==> config.mk <==
export PLATFORM = sky130hd
export DESIGN_NAME = pps_gen
export DESIGN_NICKNAME = d
export VERILOG_FILES = /design/src/rtl/pps_pkg.sv /design/src/rtl/pps_ctrl.sv /design/src/rtl/pps_datapath.sv /design/src/rtl/pps_gen.sv
export SDC_FILE = /design/constraint.sdc
export NUM_CORES = 1
export LEC_CHECK = 0
export CORE_MARGIN = 2
export CORE_UTILIZATION = 33
export CTS_BUF_LIST = sky130_fd_sc_hd__clkbuf_16
export DETAILED_ROUTE_END_ITERATION = 10
export DONT_BUFFER_PORTS = 1
export PLACE_DENSITY = 0.45
export SYNTH_ARGS = -nofsm -noshare
export SYNTH_HDL_FRONTEND = slang
export SYNTH_SLANG_ARGS = --single-unit
==> constraint.sdc <==
create_clock -name clk -period 6.23 [get_ports clk]
set_clock_uncertainty 0.1 [all_clocks]
set_input_delay 1.246 -clock clk [delete_from_list [all_inputs] [get_ports clk]]
set_output_delay 1.246 -clock clk [all_outputs]
set_load 0.005 [all_outputs]
==> src/rtl/pps_pkg.sv <==
package pps_pkg;
  // Width of the rate exponent field.
  localparam int PPS_SEL_W = 4;

  // Strobes the control half hands to the datapath each cycle.
  typedef struct packed {
    logic                 wrap;      // second boundary seen in this cycle
    logic [PPS_SEL_W-1:0] sel;       // rate exponent in force this cycle
    logic                 gateOpen;  // decimal mode: pulse budget not used up
  } ppsStrobe_t;
endpackage

==> src/rtl/pps_ctrl.sv <==
module pps_ctrl
  import pps_pkg::*;
#(
  parameter int SUBSEC_W = 31
) (
  input  logic                 clk,
  input  logic                 rstN,
  input  logic [SUBSEC_W-1:0]  subSec,
  input  logic [PPS_SEL_W-1:0] freqSel,
  input  logic                 decimalMode,
  input  logic                 levelNow,
  output ppsStrobe_t           strobe
);
  localparam int MAX_EXP = (1 << PPS_SEL_W) - 1;
  localparam int CNT_W   = MAX_EXP + 1;

  logic [SUBSEC_W-1:0]  prevSub;
  logic [PPS_SEL_W-1:0] activeSel;
  logic [PPS_SEL_W-1:0] curSel;
  logic [CNT_W-1:0]     fallCnt;
  logic [CNT_W-1:0]     pulseLimit;
  logic                 levelPrev;
  logic                 wrapNow;
  logic                 countOn;

  // A boundary is any drop of the subsecond value.
  assign wrapNow    = subSec < prevSub;
  assign curSel     = wrapNow ? freqSel : activeSel;
  assign pulseLimit = CNT_W'(1) << curSel;
  assign countOn    = decimalMode && (curSel != '0);

  assign strobe.wrap     = wrapNow;
  assign strobe.sel      = curSel;
  assign strobe.gateOpen = fallCnt < pulseLimit;

  always_ff @(posedge clk) begin
    if (!rstN) begin
      prevSub   <= '0;
      activeSel <= '0;
      fallCnt   <= '0;
      levelPrev <= 1'b0;
    end else begin
      prevSub   <= subSec;
      levelPrev <= levelNow;
      if (wrapNow) begin
        activeSel <= freqSel;
        fallCnt   <= '0;
      end else if (countOn && levelPrev && !levelNow && (fallCnt < pulseLimit)) begin
        fallCnt <= fallCnt + CNT_W'(1);
      end
    end
  end

  // the selection only moves at a boundary.
  a_r7_sel_holds: assert property (@(posedge clk) disable iff (!rstN)
    !wrapNow |=> $stable(activeSel));

  // completed pulses never exceed the budget of the second.
  a_r5_count_cap: assert property (@(posedge clk) disable iff (!rstN)
    fallCnt <= (CNT_W'(1) << activeSel));
endmodule

==> src/rtl/pps_datapath.sv <==
module pps_datapath
  import pps_pkg::*;
#(
  parameter int SUBSEC_W     = 31,
  parameter int DIG_TOP      = 28,
  parameter int DIG_WIDTH_NS = 100_000_000
) (
  input  logic                clk,
  input  logic                rstN,
  input  logic [SUBSEC_W-1:0] subSec,
  input  logic                decimalMode,
  input  logic                enable,
  input  ppsStrobe_t          strobe,
  output logic                levelNow,
  output logic                ppsOut
);
  localparam int MAX_EXP   = (1 << PPS_SEL_W) - 1;
  localparam int TOP_BITS  = 3;
  localparam logic [SUBSEC_W-1:0] DIG_WIDTH_L = SUBSEC_W'(DIG_WIDTH_NS);

  logic [MAX_EXP:0] binTap;
  logic [MAX_EXP:0] digTap;
  logic             binLevel;
  logic             digLevel;

  assign binTap[0] = 1'b0;
  assign digTap[0] = 1'b0;

  // One inverted subsecond bit per selectable rate, for each mode.
  for (genvar k = 1; k <= MAX_EXP; k++) begin : g_tap
    assign binTap[k] = ~subSec[SUBSEC_W-1-k];
    assign digTap[k] = ~subSec[DIG_TOP-k];
  end

  always_comb begin
    if (strobe.sel == '0) begin
      binLevel = (subSec[SUBSEC_W-1 -: TOP_BITS] == '0);
      digLevel = (subSec < DIG_WIDTH_L);
    end else begin
      binLevel = binTap[strobe.sel];
      digLevel = strobe.wrap | (digTap[strobe.sel] & strobe.gateOpen);
    end
  end

  assign levelNow = decimalMode ? digLevel : binLevel;

  always_ff @(posedge clk) begin
    if (!rstN) ppsOut <= 1'b0;
    else       ppsOut <= enable & levelNow;
  end

  // disabled pin is low on the next clock.
  a_r6_disabled_low: assert property (@(posedge clk) disable iff (!rstN)
    !enable |=> !ppsOut);

  // binary 1 Hz pulse during the first eighth of the second.
  a_r2_bin_first_eighth: assert property (@(posedge clk) disable iff (!rstN)
    (enable && !decimalMode && strobe.sel == '0 &&
     subSec[SUBSEC_W-1 -: TOP_BITS] == '0) |=> ppsOut);

  // binary higher rates follow the selected bit.
  a_r3_bin_tap_low: assert property (@(posedge clk) disable iff (!rstN)
    (enable && !decimalMode && strobe.sel != '0 &&
     subSec[SUBSEC_W-1-int'(strobe.sel)]) |=> !ppsOut);

  // decimal 1 Hz pulse below the width threshold.
  a_r4_dec_width: assert property (@(posedge clk) disable iff (!rstN)
    (enable && decimalMode && strobe.sel == '0 && subSec < DIG_WIDTH_L) |=> ppsOut);

  // decimal higher rates start every second with a high level.
  a_r5_dec_boundary_high: assert property (@(posedge clk) disable iff (!rstN)
    (enable && decimalMode && strobe.wrap && strobe.sel != '0) |=> ppsOut);
endmodule

==> src/rtl/pps_gen.sv <==
module pps_gen
  import pps_pkg::*;
#(
  parameter int SUBSEC_W     = 31,
  parameter int DIGITAL_WRAP = 1_000_000_000,
  parameter int DIG_WIDTH_NS = 100_000_000
) (
  input  logic                 clk,
  input  logic                 rstN,
  input  logic                 ppsEnable,
  input  logic                 decimalMode,
  input  logic [PPS_SEL_W-1:0] freqSel,
  input  logic [SUBSEC_W-1:0]  subSec,
  output logic                 ppsOut
);
  // Highest nanosecond bit below the wrap value, minus one, sets the tap base.
  localparam int DIG_TOP = $clog2(DIGITAL_WRAP) - 2;

  ppsStrobe_t strobe;
  logic       levelNow;

  pps_ctrl #(.SUBSEC_W(SUBSEC_W)) ctrl_i (
    .clk        (clk),
    .rstN       (rstN),
    .subSec     (subSec),
    .freqSel    (freqSel),
    .decimalMode(decimalMode),
    .levelNow   (levelNow),
    .strobe     (strobe)
  );

  pps_datapath #(
    .SUBSEC_W    (SUBSEC_W),
    .DIG_TOP     (DIG_TOP),
    .DIG_WIDTH_NS(DIG_WIDTH_NS)
  ) dp_i (
    .clk        (clk),
    .rstN       (rstN),
    .subSec     (subSec),
    .decimalMode(decimalMode),
    .enable     (ppsEnable),
    .strobe     (strobe),
    .levelNow   (levelNow),
    .ppsOut     (ppsOut)
  );
endmodule

==> metrics.txt <==
status finished, final reports clean; DRC viols 0; Mapped Nets ~530; Core ar. ~11000 um^2; final setup margin between 500 and 600 ps; H-tree depth 2; pin count of the biggest net entering global routing 40; Avg WL per Cell approximately 15 um; Cell Area, Synth around 3700 um^2; placed standard-cell area 3920 um^2; hold path depth 2; CTS hold repair buffers 0; area grow syn2layout 8.53%; CTS resizes 0; Worst VDD drop ~0.000098 V; Cell Count, Final, Fillers Out 584; std cell rows 38; initial core utilization 0.342; TritonCTS clock tree done; Routed Antenna Nets 0; worst path required time around 6300 ps; top_reg_cell synth dfxtp_1; drt pass-1 iters 4; CP arrival 5760 ps; register area approximately 1100 um^2; GP Congestion 0.824; Register-to-Register Path Depth 21; CTS root buffer clkbuf_16; worst-path maximum fanout 7; ys async rst share 0; synth top area cells dfxtp_1 28%, ha_1 15%, and2_1 6.4%, nand2_1 4.2%, inv_1 3.7%; Place WS 286 ps; yosys warns 0; CP endpoint kind register; gate count after technology mapping between 400 and 500; I/O Buffers 0; Yosys top cell area share 0.284; Slew headroom 0.391; worst skew pair latency about 300 ps; crit path kind input port to register; Post-Route WL approximately 8600 um; n_diodes 0; Startpoint Class input port; fin. max-slew vios 0; # fillers between 1000 and 1500; CTS sink cnt 53; Die Wd about 110 um; first-pass GRT wire length 14900 um; final hold violation count 0; Post-Place Cells between 500 and 600; RSZ-0062 raised after global routing no; All-Layer GR Usage 0.147; most frequent cells in the layout 53 x dfxtp_1, 46 x ha_1, 42 x nand2_1, 38 x and2_1, 37 x inv_1; Seq/Total Area, Yosys 0.284; setup TNS 0 ps; Longest Clk Path Bufs 2; Post-synth EDFFs 0; # Post-CTS Setup Buffers 0; worst slew pin tran 911 ps; layout cells sized above 1 0.0968; Final Instance Area 4060 um^2; Seq cells post-synth 53; max_cap viols 0; die height 110 um; Clock Pin Slew Worst Setup and Hold Paths approximately 80 ps; DRT iter0 DRCs approximately 130; Ports 40; Synth Area per Inst ~8.5 um^2; multi-input combinational cell area 2480 um^2; TritonCTS Buffers 5; Hold Path Class register to register; crit path time final 5670 ps; number of global-route vias before repair between 3000 and 4000; Yosys cell types 53; fmax 176 MHz; Total Power roughly 850 uW; vias per std cell between 5 and 6; Period Utilization, post-route 0.911; PwrDens approximately 210 nW/um^2; vias after detailed routing 3033; setup violators final 0; die area 12200 um^2; P_leak between 1.5 and 2 nW; Synth area leader dfxtp_1; HPWL after detailed placement between 6000 and 7000 um; most common cell after layout, fill and taps aside dfxtp_1; Final Net Count approximately 530; antenna violations before repair 0; grt total ovfl 0
-- state kept, by name (all words and copies together) (netlist names) --
signal	flops
dp_i.ppsOut	1
ctrl_i.prevSub	31
ctrl_i.activeSel	4
ctrl_i.fallCnt	16
ctrl_i.levelPrev	1
-- final timing paths --
kind | startpoint | to | slack, ps
worst max-delay path | subSec[25] | ctrl_i.fallCnt[5] | 560
worst min-delay path | ctrl_i.fallCnt[15] | ctrl_i.fallCnt[15] | 390
worst max register to register | ctrl_i.prevSub[25] | ctrl_i.fallCnt[5] | 1170
worst min register to register | ctrl_i.fallCnt[15] | ctrl_i.fallCnt[15] | 390
-- cells in the mapped netlist, types with 2 or more instances --
master / number
inv_1: 37
nand2b_1: 15
nor2_1: 23
a31o_1: 2
a31oi_1: 2
xnor2_1: 2
a211oi_2: 2
o21ai_0: 11
o21a_1: 7
nor4_1: 3
nand2_1: 42
and3_1: 3
nor2b_1: 5
clkbuf_1: 6
nor3_1: 3
a21bo_2: 5
nand4_1: 15
and2_1: 38
buf_4: 2
dfxtp_1: 53
mux2_2: 9
a211oi_1: 6
o21ai_1: 3
nand3b_1: 2
a2111oi_4: 2
mux2i_1: 13
ha_1: 46
buf_2: 2
nand3_1: 18
a21oi_1: 26
a21o_1: 10
or3_1: 4
a41o_1: 2
o211ai_1: 2
-- cell families after synthesis --
| group | count (synthesis) | synth area share |
|---|---|---|
| AND/OR/NAND/NOR | 176 | 0.251 |
| AO/OA/AOI/OAI | 91 | 0.187 |
| flip-flops | 53 | 0.284 |
| buffers and inverters | 49 | 0.0538 |
| adder cells (fa/ha/maj) | 46 | 0.154 |
| multiplexers | 23 | 0.0655 |
| XOR/XNOR | 2 | 0.00468 |
-- metal layers --
metal,vias to the layer above,GRT usage,part of all wire
met5,-,0,0
met4,0,0.0358,0.012
met3,10,0.0434,0.060
met2,65,0.227,0.42
met1,1398,0.201,0.50
li1,1560,-,-
-- worst max-delay path, stage by stage --
cell and delay (ps):
ha_1 300, nand4_1 230, nor3_1 80, a222oi_1 370, nand2_1 170, a21oi_4 270, mux2i_1 380, nand2_1 110
ha_1 310, a21o_1 180, a21o_1 160, a21o_1 160, a21o_1 170, a21o_1 170, a21o_1 170, a211oi_1 320
nand3_1 220, a211oi_1 390, a21boi_0 150, o21a_1 200
-- through the flow --
step                utilization  hold slack, ps
finish                    0.371             393
global route              0.371             429
CTS                       0.371             405
detailed placement        0.358             388
global placement          0.358             385
floorplan                     -             350
-- power breakdown --
part           leakage (nW)  total, mW  internal, mW  switching [mW]
Clock                0.0702      0.286         0.150           0.136
Sequential            0.437      0.360         0.353         0.00631
Combinational          1.23      0.201        0.0892           0.112
-- layout make-up --
type	instances	area share
repair buffers	8	0.0148
clock buffers	5	0.0308
well taps	140	0.0431
inverters	37	0.0342
flip-flops and latches	53	0.261
clock inverters	3	0.00524
multi-input cells	338	0.611
No activity file was read; power rests on OpenSTA's default activity.
